==> src/rtl/setup_pkg.sv <==
package setup_pkg;
  localparam int REQ_REGS   = 4;
  localparam int PAYLOAD    = 2 * REQ_REGS;
  localparam int TOKEN_LEN  = 3;
  localparam int SEQ_LEN    = TOKEN_LEN + 1 + PAYLOAD;
  localparam int IDX_W      = $clog2(SEQ_LEN);

  localparam logic [7:0] PID_SETUP = 8'h2D;
  localparam logic [7:0] PID_DATA0 = 8'hC3;
  localparam logic [7:0] PID_ACK   = 8'hD2;

  localparam logic [2:0] ADDR_PIPE = 3'd4;
  localparam logic [2:0] ADDR_CTRL = 3'd5;
  localparam logic [2:0] ADDR_STAT = 3'd6;

  typedef struct packed {
    logic             start;
    logic             finish;
    logic             ackSeen;
    logic [IDX_W-1:0] byteIdx;
  } seqCtl_t;
endpackage

==> src/rtl/setup_datapath.sv <==
module setup_datapath
  import setup_pkg::*;
#(
  parameter int DEV_W = 7
) (
  input  logic          clk,
  input  logic          rstN,
  input  logic          regWrEn,
  input  logic [2:0]    regAddr,
  input  logic [15:0]   regWrData,
  input  logic [2:0]    regRdAddr,
  output logic [15:0]   regRdData,
  input  seqCtl_t       ctl,
  output logic          goBit,
  output logic [7:0]    txByte,
  output logic [2:0]    intStat
);
  localparam int OFF = TOKEN_LEN + 1;

  logic [REQ_REGS-1:0][15:0] reqReg;
  logic [PAYLOAD-1:0][7:0]   payload;
  logic [DEV_W-1:0]          devAddr;
  logic [DEV_W-1:0]          devLatch;
  logic                      toggleBit;
  logic                      reqWr;
  logic                      errEvt;
  logic [2:0]                setMask;
  logic [2:0]                clrMask;
  logic [IDX_W-1:0]          payIdx;

  assign reqWr  = regWrEn && (regAddr < 3'(REQ_REGS));
  assign errEvt = reqWr && goBit;

  always_ff @(posedge clk) begin
    if (!rstN) begin
      reqReg <= '0;
    end else if (reqWr && !goBit) begin
      for (int k = 0; k < REQ_REGS; k++) begin
        if (regAddr == 3'(k)) reqReg[k] <= regWrData;
      end
    end
  end

  generate
    for (genvar g = 0; g < REQ_REGS; g++) begin : g_pay
      assign payload[2*g]   = reqReg[g][7:0];
      assign payload[2*g+1] = reqReg[g][15:8];
    end
  endgenerate

  always_ff @(posedge clk) begin
    if (!rstN) begin
      devAddr   <= '0;
      devLatch  <= '0;
      toggleBit <= 1'b0;
    end else begin
      if (regWrEn && regAddr == ADDR_PIPE) begin
        devAddr   <= regWrData[DEV_W-1:0];
        toggleBit <= regWrData[8];
      end
      if (ctl.finish && ctl.ackSeen) toggleBit <= 1'b1;
      if (ctl.start) devLatch <= devAddr;
    end
  end

  always_ff @(posedge clk) begin
    if (!rstN) begin
      goBit <= 1'b0;
    end else if (ctl.finish) begin
      goBit <= 1'b0;
    end else if (regWrEn && regAddr == ADDR_CTRL && regWrData[0]) begin
      goBit <= 1'b1;
    end
  end

  assign setMask = {errEvt, ctl.finish && !ctl.ackSeen, ctl.finish && ctl.ackSeen};
  assign clrMask = (regWrEn && regAddr == ADDR_STAT) ? regWrData[2:0] : 3'b000;

  always_ff @(posedge clk) begin
    if (!rstN) intStat <= '0;
    else       intStat <= (intStat & ~clrMask) | setMask;
  end

  assign payIdx = ctl.byteIdx - IDX_W'(OFF);

  always_comb begin
    case (ctl.byteIdx)
      IDX_W'(0): txByte = PID_SETUP;
      IDX_W'(1): txByte = 8'({1'b0, devLatch});
      IDX_W'(2): txByte = 8'h00;
      IDX_W'(3): txByte = PID_DATA0;
      default:   txByte = payload[payIdx[$clog2(PAYLOAD)-1:0]];
    endcase
  end

  always_comb begin
    regRdData = '0;
    case (regRdAddr)
      ADDR_PIPE: begin
        regRdData[DEV_W-1:0] = devAddr;
        regRdData[8]         = toggleBit;
      end
      ADDR_CTRL: regRdData[0]   = goBit;
      ADDR_STAT: regRdData[2:0] = intStat;
      default: begin
        for (int k = 0; k < REQ_REGS; k++) begin
          if (regRdAddr == 3'(k)) regRdData = reqReg[k];
        end
      end
    endcase
  end
endmodule

==> src/rtl/setup_control.sv <==
module setup_control
  import setup_pkg::*;
#(
  parameter int TIMEOUT_CYC = 18
) (
  input  logic       clk,
  input  logic       rstN,
  input  logic       goBit,
  input  logic       txReady,
  input  logic       rxValid,
  input  logic [7:0] rxPid,
  output logic       txValid,
  output logic       txFirst,
  output logic       txLast,
  output seqCtl_t    ctl
);
  localparam int TW = $clog2(TIMEOUT_CYC + 1);

  typedef enum logic [1:0] {ST_IDLE, ST_SEND, ST_WAIT} state_t;

  state_t           state;
  logic [IDX_W-1:0] idx;
  logic [TW-1:0]    timer;

  always_comb begin
    ctl         = '0;
    ctl.byteIdx = idx;
    ctl.start   = (state == ST_IDLE) && goBit;
    if (state == ST_WAIT) begin
      if (rxValid) begin
        ctl.finish  = 1'b1;
        ctl.ackSeen = (rxPid == PID_ACK);
      end else if (timer == TW'(TIMEOUT_CYC - 1)) begin
        ctl.finish = 1'b1;
      end
    end
  end

  assign txValid = (state == ST_SEND);
  assign txFirst = txValid && (idx == IDX_W'(0) || idx == IDX_W'(TOKEN_LEN));
  assign txLast  = txValid && (idx == IDX_W'(TOKEN_LEN - 1) || idx == IDX_W'(SEQ_LEN - 1));

  always_ff @(posedge clk) begin
    if (!rstN) begin
      state <= ST_IDLE;
      idx   <= '0;
      timer <= '0;
    end else begin
      case (state)
        ST_IDLE: if (goBit) begin
          state <= ST_SEND;
          idx   <= '0;
        end
        ST_SEND: if (txReady) begin
          if (idx == IDX_W'(SEQ_LEN - 1)) begin
            state <= ST_WAIT;
            timer <= '0;
          end else begin
            idx <= idx + 1'b1;
          end
        end
        ST_WAIT: begin
          if (ctl.finish) state <= ST_IDLE;
          else            timer <= timer + 1'b1;
        end
        default: state <= ST_IDLE;
      endcase
    end
  end
endmodule

==> src/rtl/setup_issuer.sv <==
module setup_issuer
  import setup_pkg::*;
#(
  parameter int DEV_W       = 7,
  parameter int TIMEOUT_CYC = 18
) (
  input  logic        clk,
  input  logic        rstN,
  input  logic        regWrEn,
  input  logic [2:0]  regAddr,
  input  logic [15:0] regWrData,
  input  logic [2:0]  regRdAddr,
  output logic [15:0] regRdData,
  output logic        txValid,
  input  logic        txReady,
  output logic [7:0]  txByte,
  output logic        txFirst,
  output logic        txLast,
  input  logic        rxValid,
  input  logic [7:0]  rxPid,
  output logic        irq
);
  seqCtl_t    ctl;
  logic       goBit;
  logic [2:0] intStat;

  setup_datapath #(.DEV_W(DEV_W)) u_dp (
    .clk(clk), .rstN(rstN), .regWrEn(regWrEn), .regAddr(regAddr),
    .regWrData(regWrData), .regRdAddr(regRdAddr), .regRdData(regRdData),
    .ctl(ctl), .goBit(goBit), .txByte(txByte), .intStat(intStat)
  );

  setup_control #(.TIMEOUT_CYC(TIMEOUT_CYC)) u_ctl (
    .clk(clk), .rstN(rstN), .goBit(goBit), .txReady(txReady),
    .rxValid(rxValid), .rxPid(rxPid), .txValid(txValid),
    .txFirst(txFirst), .txLast(txLast), .ctl(ctl)
  );

  assign irq = |intStat;
endmodule

==> config.mk <==
export PLATFORM = sky130hd
export DESIGN_NAME = setup_issuer
export DESIGN_NICKNAME = d
export VERILOG_FILES = /design/src/rtl/setup_pkg.sv /design/src/rtl/setup_datapath.sv /design/src/rtl/setup_control.sv /design/src/rtl/setup_issuer.sv
export SDC_FILE = /design/constraint.sdc
export NUM_CORES = 1
export LEC_CHECK = 0
export BUFFER_PORTS_ARGS = -buffer_cell sky130_fd_sc_hd__buf_4
export CORE_MARGIN = 2
export CORE_UTILIZATION = 65
export CTS_BUF_LIST = sky130_fd_sc_hd__clkbuf_4 sky130_fd_sc_hd__clkbuf_8
export DETAILED_ROUTE_END_ITERATION = 8
export GPL_TIMING_DRIVEN = 0
export PLACE_DENSITY_LB_ADDON = 0.12
export SLEW_MARGIN = 0
export SYNTH_ARGS = -nofsm -noshare
export SYNTH_HDL_FRONTEND = slang
export SYNTH_SLANG_ARGS = --single-unit
==> constraint.sdc <==
create_clock -name clk -period 3.05 [get_ports clk]
set_clock_uncertainty 0.1 [all_clocks]
set_input_delay 0 -clock clk [delete_from_list [all_inputs] [get_ports clk]]
set_output_delay 0 -clock clk [all_outputs]
set_load 0.1 [all_outputs]
# Word level (Yosys, flattened, before mapping)
# Cells that the tools add are included.
[word_totals]
latchBits = 0
elab_cells = 114
mem_bits_ro = 0
ramBits = 0
reg_bits = 94
memories = 0
out_inout_bits = 28
[op_classes]
bitwise = 4
n_shift = 0
order_cmp = 2
n_mul = 0
eq_ne = 26
div_mod_pow = 0
add_sub_neg = 3
muxes = 33
reduce_logical = 34
[op_table]
columns = ["cell", "n"]
rows = [
  ["$mux W16", 4],
  ["$pmux W8 S4", 1],
  ["$bmux W8 S3", 1],
  ["$eq A3 B3 Y1 const B", 6],
  ["$pmux W4 S2", 2],
  ["$mux W5", 3],
  ["$eq A3 B2 Y1 const B", 4],
  ["$logic_and A1 B1 Y1", 12],
  ["$mux W4", 3],
  ["$ne A2 B2 Y1 const B", 6],
  ["$pmux W2 S3", 2],
  ["$reduce_and A4 Y1", 3],
  ["$mux W2", 5],
  ["$pmux W5 S2", 1],
  ["$eq A4 B2 Y1 const B", 2],
  ["$eq A8 B8 Y1 const B", 1],
  ["$mux W8", 1],
  ["$reduce_and A2 Y1", 4],
  ["$mux W7", 1],
  ["$eq A3 B1 Y1 const B", 2],
  ["$logic_not A3 Y1", 2],
  ["$mux W1", 6],
  ["$reduce_bool A2 Y1", 3],
  ["$reduce_or A3 Y1", 2],
  ["other kinds (22)", 25],
]

# Longest topological paths before layout
# Gate-level depths: netlist of run 1.
[logic_depth]
depth_word = 7
ltp_mapped = 8

# Modules after synthesis
# Synthesis of run 1 repeated with hierarchy kept, for this count alone.
[hier_totals]
cells_unflattened = 562
hier_area_um2 = 5054.8
[by_module_without_submodules]
columns = ["mod", "cells_each", "area_per_inst_um2", "instances", "seq_area_each_um2"]
rows = [
  ["setup_datapath", 480, 4361.7, 1, 1661.6],
  ["setup_control", 81, 686.9, 1, 220.2],
  ["setup_issuer", 1, 6.3, 1, 0.0],
]

# Least setup slack after synthesis of run 1
# Ideal clock, no wire load.
[synth_timing]
path_kind = "reg-to-output"
start = "reg u_ctl.idx[0]"
end = "out txLast"
stages_incl_launch_ff = 8
slack_ns = -0.383
arrival_ns = 3.333
required_ns = 2.950
path_cell_list = "dfxtp_1 -> buf_4 -> buf_6 -> buf_6 -> inv_1 -> ha_1 -> nand2_1 -> a211oi_1"
[synth_between]
elab_chain_cells = 3
[synth_rtl]
columns = ["item", "line", "source"]
rows = [
  ["start: declaration", "setup_control.sv:22", "logic [IDX_W-1:0] idx;"],
  ["start signal: assignment", "setup_control.sv:59", "idx <= idx + 1'b1;"],
  ["$eq A4 B2 Y1 or $eq A4 B4 Y1 (tied branches)", "setup_control.sv:41", "assign txLast = txValid && (idx == IDX_W'(TOKEN_LEN - 1) || idx == IDX_W'(SEQ_LEN - 1));"],
  ["$logic_or A1 B1 Y1 (*)", "setup_control.sv:41", ""],
  ["$logic_and A1 B1 Y1 (*)", "setup_control.sv:41", ""],
  ["end: declaration", "setup_issuer.sv:18", "output logic txLast,"],
]
# Mark *: on every way between the ends. The rest lies on a longest branch, timed or not.

# Worst setup path in the final report of run 1
[layout_timing]
start = "reg u_ctl.idx[1]"
end = "out txByte[7]"
[layout_between]
elab_chain_cells = 4
[layout_rtl]
columns = ["item", "line", "source"]
rows = [
  ["$sub A3 B3 Y3", "setup_datapath.sv:84", "assign payIdx = ctl.byteIdx - IDX_W'(OFF);"],
  ["$bmux W8 S3", "setup_datapath.sv:92", "default: txByte = payload[payIdx[$clog2(PAYLOAD)-1:0]];"],
  ["$mux W8 (not written as such)", "setup_datapath.sv:92", ""],
  ["$pmux W8 S4 (*)", "setup_datapath.sv:87", "case (ctl.byteIdx)"],
  ["end: declaration", "setup_issuer.sv:16", "output logic [7:0] txByte,"],
]
# Mark *: on every way between the ends. The rest lies on a longest branch, timed or not. The select of a mux whose other input is x is not followed.

==> metrics, run 1 <==
#FFs+latches synth=94; crit-path most repeated cell=buf_4; Post-Place Setup Slack=0.589 ns; Compound-Gate Fraction of Synth Area=20.6%; Total Neg Setup Slack=0 ns; # clock sinks=94; diode count=0; xor and xnor area share after synthesis=0%; post-synthesis mux area share=between 10% and 20%; maximum clock path buffer count=2; Worst Hold Launch=regRdAddr[2]; final net count=735; Routed WL=roughly 17000 um; first-pass GRT wire length=around 27000 um; Final HPWL DP=between 10000 and 15000 um; dpl cell area=roughly 5900 um^2; H-Tree Depth=3; most frequent cells after synthesis=dfxtp_1 (94), nand3_1 (78), a21oi_1 (77), o21ai_1 (56), nand2_1 (33); Initial Util=between 60 and 70%; most common cell in the synthesized netlist=dfxtp_1; 1st-iter DRT viols=about 490; GP Congestion=approximately 0.94; Finished Layout Cells=~800; worst slew pin tran=around 0.77 ns; Most used DFF post-synth=dfxtp_1; placed insts=roughly 760; Site Rows=32; cts bufs inserted=9; Overflow after GRT=0; Post-synth EDFFs=0; leakage power=roughly 2.3 nW; CTS Root Cell=clkbuf_8; CTS tree=yes; slack of the critical path=around 0.13 ns; vias per inst=6.66; die area=about 8900 um^2; RSZ-0062 raised after global routing=no; crit path DAT=between 2 and 3 ns; FF/Latch Area=1880 um^2; endpoints failing setup=0; Setup Buffers After CTS=0; layout cells sized above 1=approximately a quarter; MaxCap Viol Count=0; final hold vios=0; post-synthesis sequential area ratio=a little over a third; synthesized net count=between 600 and 700; GR Util All Layers=about two fifths; crit path launch=u_ctl.idx[1]$_SDFFE_PN0P_; HP Class=in2out; Die X=94.3 um; slowest stage cell, crit path=dfxtp_1; critical path data required time=~3.0 ns; area share of the largest cell type after synthesis=between 30 and 40%; max-slew violations=0; PD cells=~390 nW/um^2; 1st-pass router iterations=5; crit-path max cell delay=slightly above 0.5 ns; Top Ports=between 60 and 70; fin crit period=roughly 3 ns; Via Count=5334; fin area=about 6400 um^2; Post-DRT Antenna Nets=0; multi-input combinational cell area=between 3000 and 4000 um^2; chip height=~94 um; largest family of logic cells by synthesized area=compound AO/OA/AOI/OAI gates; WL per Instance=21.5 um; clock latency on the worst-skew pair=between 0.3 and 0.4 ns; CORE AREA=7810 um^2; Clock transition at path regs=0.10 ns; simple-gate share of the synthesized area=between 10% and 20%; Async SR Flop Fraction=0%; peak supply drop=roughly 0.26 mV; RR Startpoint=u_ctl.state[0]$_SDFFE_PN0P_; top achievable clock speed=342 MHz; initial antenna violation count=0; Synth area leaders=dfxtp_1 (35%), mux4_2 (11%), nand3_1 (7.4%); startpoint types=flip-flop; Syn Area/Cell=around 8.9 um^2; P&R area growth vs syn=20.4%; DRC=0; Synth Instances=roughly 600; Yosys warnings=0; Rel. slew slack=about half; post-synth top area cell=dfxtp_1; crit-path max FO=10; crit-path cells=buf_4 > inv_1 > ha_1 > clkbuf_1 > nor4_4 > o21ai_2 > o211ai_1 > buf_4; Synth cell types=62; PortBufs=a little over 60; final core utilization=between 80% and 90%; Crit. End Element=output pin; largest net degree at the start of global routing=19; Crit Path Category=reg2out; vias in the first global route=between 5000 and 6000; Adder-Cell Fraction of Synth Area=1.42%; synthesized cell area=5300 um^2; fill count=about 560; Final Cycle Share=~96%; status=finished, final reports clean
-- kinds of logic (layout without fill, tap and decap cells) --
logic type,after synthesis,count (layout)
buffers and inverters,80,184
AO/OA/AOI/OAI,190,190
AND/OR/NAND/NOR,172,172
adder cells (fa/ha/maj),6,6
flip-flops,94,94
multiplexers,53,53
-- state kept, by name (all words and copies together) (netlist names), 2 cells and up --
signal and count:
u_ctl.state 2, u_ctl.timer 5, u_dp.devAddr 7, u_dp.devLatch 7, u_dp.intStat 3, u_ctl.idx 4, u_dp.payload 64
-- placed cells by master (no fill, tap or decap), types with 5 or more instances in the layout --
cell type,n
a21o_1,5
a21oi_1,77
a22oi_1,6
buf_2,15
buf_4,69
buf_6,11
clkbuf_1,18
clkbuf_8,9
dfxtp_1,93
dlygate4sd3_1,26
ha_1,5
inv_1,24
mux2_2,14
mux2i_1,14
mux4_2,25
nand2_1,33
nand3_1,78
nor2_1,15
nor2b_1,11
o211ai_1,11
o21ai_0,11
o21ai_1,55
o21ai_2,6
-- through the flow --
stage | total power, mW | hold slack (ns)
after floorplan | 1.53 | 0.0472
after global routing | 2.57 | 0.284
after CTS | 2.47 | 0.271
after detailed placement | 1.67 | 0.196
after global placement | 1.66 | 0.187
final | 2.50 | 0.273
-- power by group --
part	switching (mW)	internal (mW)
clock network	0.498	0.316
registers	0.0216	1.25
logic	0.259	0.152
total	0.779	1.72
-- metal layers --
metal / wire [um] / track usage, % / vias up
met2: 8300 / 66.7 / 369
met1: 6470 / 51.6 / 2517
met4: 574 / 16.7 / 0
met3: 1890 / 8.83 / 67
met5: 0 / 0 / -
li1: - / - / 2381
-- cell type report --
cell class / count / share of cell area, %
Multi-Input combinational cell: 421 / 47.1
Sequential cell: 94 / 29.5
Timing Repair Buffer: 88 / 11.4
Buffer: 55 / 5.56
Tap cell: 102 / 2.00
Clock buffer: 9 / 1.94
Inverter: 25 / 1.47
Clock inverter: 7 / 1.02
-- timing repair --
action | CTS | global route
hold buffers | 26 | 0
gates resized for setup | 0 | 1
hold endpoints to repair | 81 | 0
endpoints found under the setup margin | 0 | 1
-- worst max-delay path, delay by kind of cell, from the launching register on --
kind	cells	cell delay (ns)
AO/OA/AOI/OAI	2	0.47
adder cells (fa/ha/maj)	1	0.18
buffers and inverters	4	0.92
flip-flops	1	0.51
AND/OR/NAND/NOR	1	0.36
-- final timing paths --
path / to / slack, ns / cells after the start
min: regRdData[7] / 0.27 / 3
max: txByte[7] / 0.13 / 8
min reg2reg: u_dp.devLatch[2]$_SDFFE_PN0P_ / 0.37 / 2
max reg2reg: u_dp.intStat[1]$_SDFF_PN0_ / 0.94 / 5
Note: power is estimated with default switching activity, not from simulation.
==> run 2: changes to the inputs <==
--- a/config.mk
+++ b/config.mk
@@ -12,6 +12,7 @@
 export DETAILED_ROUTE_END_ITERATION = 8
 export GPL_TIMING_DRIVEN = 0
 export PLACE_DENSITY_LB_ADDON = 0.12
+export REMOVE_ABC_BUFFERS = 1
 export SLEW_MARGIN = 0
 export SYNTH_ARGS = -nofsm -noshare
 export SYNTH_HDL_FRONTEND = slang
==> run 2 against run 1 <==
Net effect: via count down 4.6%; global-route usage down 4.2 points; final cell count down 6.4%; die area unchanged; sequential cell count unchanged; critical path depth down 2; critical path type unchanged; count of clock-buffer cells in the layout up 1; sequential power about the same; core utilization down 3.6 points; fmax down 1.9%; first-iteration DRC count up 6.0%.
==> metrics, run 2 (same netlist as run 1, synthesis figures left out) <==
layout cells sized above 1=23.0% (-2.5 points); # clock sinks=94 (unchanged); peak supply drop=0.237 mV (-8.0%); CTS Root Cell=clkbuf_8; max reg flops=64 (unchanged); status=finished, final reports clean; crit path DAT=2.88 ns (+0.06 ns); clock latency on the worst-skew pair=0.37 ns (about the same); P&R area growth vs syn=15.2%; worst slew pin tran=1.44 ns (+0.672 ns); critical path data required time=2.95 ns (about the same); H-Tree Depth=3 (unchanged); RR Startpoint=u_ctl.state[1]$_SDFFE_PN0P_; Die X=94.3 um (unchanged); reg2reg end=u_dp.intStat[1]$_SDFF_PN0_; Via Count=5086 (-4.6%); Worst Hold Launch=regAddr[1]; Overflow after GRT=0 (unchanged); maximum clock path buffer count=2 (unchanged); max-slew violations=0 (unchanged); vias per inst=6.78 (+1.8%); Final Cycle Share=97.7% (+1.8 points); worst hold slack=0.0688 ns (-0.204 ns); startpoint types=flip-flop; MaxCap Viol Count=0 (unchanged); 1st-iter DRT viols=515 (+6.0%); Site Rows=32 (unchanged); Worst R2R Path Depth=4 (-1); endpoints failing setup=0 (unchanged); Crit Path Category=reg2out; leakage power=2.10 nW (-7.3%); PortBufs=62 (unchanged); fill count=541 (-3.7%); crit-path max FO=15 (+5); Rel. slew slack=3.50% (-45 points); Post-DRT Antenna Nets=0 (unchanged); GR Util All Layers=36.2% (-4.2 points); die area=8900 um^2 (unchanged); fin crit period=2.98 ns (+0.0555 ns); commonest non-fill, non-tap cell in the layout=dfxtp_1; WL per Instance=20.6 um (-4.2%); largest net degree at the start of global routing=82 (+63); final net count=685 (-6.8%); 1st-pass router iterations=6 (+1); vias in the first global route=4884 (-5.8%); CORE AREA=7810 um^2 (unchanged); GP Congestion=0.891 (-5.3%); CTS tree=yes; DRC=0 (unchanged); Initial Util=67.9% (unchanged); cts bufs inserted=9 (unchanged); Clock transition at path regs=0.10 ns (about the same); top achievable clock speed=336 MHz (-1.9%); slack of the critical path=0.0717 ns (-0.0555 ns); Top Ports=63 (unchanged); PD cells=407 nW/um^2 (+4.2%); Hold Path Cell Cnt=4 (+1); Hold Path Sink=u_dp.payload[19]$_SDFFE_PN0P_; HP Class=in2reg; R2R setup slack=0.89 ns (-0.05 ns); initial antenna violation count=0 (unchanged); first-pass GRT wire length=24800 um (-8.5%); leading cell types in the layout, fill and taps excluded=dfxtp_1 (92), nand3_1 (78), a21oi_1 (77); Crit. End Element=output pin; diode count=0 (unchanged); Final HPWL DP=9230 um (-26%); final hold vios=0 (unchanged); Post-Place Setup Slack=0.119 ns (-0.470 ns); Routed WL=15500 um (-10%); chip height=94.3 um (unchanged)
[run 2: layout make-up]
class / instances / area (um^2) / area share (%)
Timing Repair Buffer: 93 / 813 / 13.3
Clock inverter: 5 / 58.8 / 0.963
Tap cell: 102 / 128 / 2.09
Inverter: 25 / 95.1 / 1.56
Sequential cell: 94 / 1890 / 30.9
Multi-Input combinational cell: 421 / 3000 / 49.0
Clock buffer: 10 / 131 / 2.15
[run 2: how the worst max path moves through the flow]
stage | cells past startpoint | endpoint | start
final | 6 | txByte[0] | u_ctl.idx[1]$_SDFFE_PN0P_
after global routing | 6 | txByte[0] | u_ctl.idx[1]$_SDFFE_PN0P_
after CTS | 6 | txByte[0] | u_ctl.idx[1]$_SDFFE_PN0P_
after detailed placement | 6 | txByte[0] | u_ctl.idx[0]$_SDFFE_PN0P_
after global placement | 3 | u_dp.payload[5]$_SDFFE_PN0P_ | u_dp.goBit$_SDFFE_PP0P_
after floorplan | 3 | u_dp.payload[0]$_SDFFE_PN0P_ | u_dp.goBit$_SDFFE_PP0P_
[run 2: critical path, stage by stage, from the launching register on]
cell and delay (ns):
dfxtp_2 0.61, inv_1 0.14, ha_1 0.34, nor4_1 0.46
o21ai_2 0.28, o211ai_1 0.33, buf_4 0.35
[run 2: metal layers]
layer  wire [um]  GRT usage, %  vias up  share of wire (%)
met3        1600          4.74       44                 10
li1            -             -     2287                  -
met5           0             0        -                  0
met4         475          17.1        0                3.1
met1        5870          48.9     2420                 38
met2        7510          58.0      335                 49
[run 2: where the power goes]
group / switching [mW] / leakage [nW] / total [mW] / internal [mW]
Combinational: 0.239 / 1.24 / 0.373 / 0.134
Clock: 0.459 / 0.0922 / 0.844 / 0.386
Sequential: 0.0216 / 0.761 / 1.27 / 1.25
[run 2: what timing repair did]
action / 4_1_cts / 5_1_grt
resized for setup: 2 / 1
endpoints found under the hold margin: 87 / 0
hold buffers: 24 / 0
setup endpoints to repair: 7 / 7
gates cloned: 0 / 0
setup buffers: 1 / 0
[run 2: through the flow]
| stage | power, mW | cells | area (um^2) | util, % | TNS, ns |
|---|---|---|---|---|---|
| 2_1_floorplan | 1.48 | 540 | 4960 | - | -89.30 |
| 3_3_place_gp | 1.62 | 704 | 5550 | 71.1 | -211.91 |
| 3_5_place_dp | 1.63 | 709 | 5620 | 72.0 | 0 |
| 4_1_cts | 2.47 | 749 | 6070 | 77.8 | 0 |
| 5_1_grt | 2.56 | 750 | 6110 | 78.2 | -0.131 |
| 6_report | 2.49 | 750 | 6110 | 78.2 | 0 |
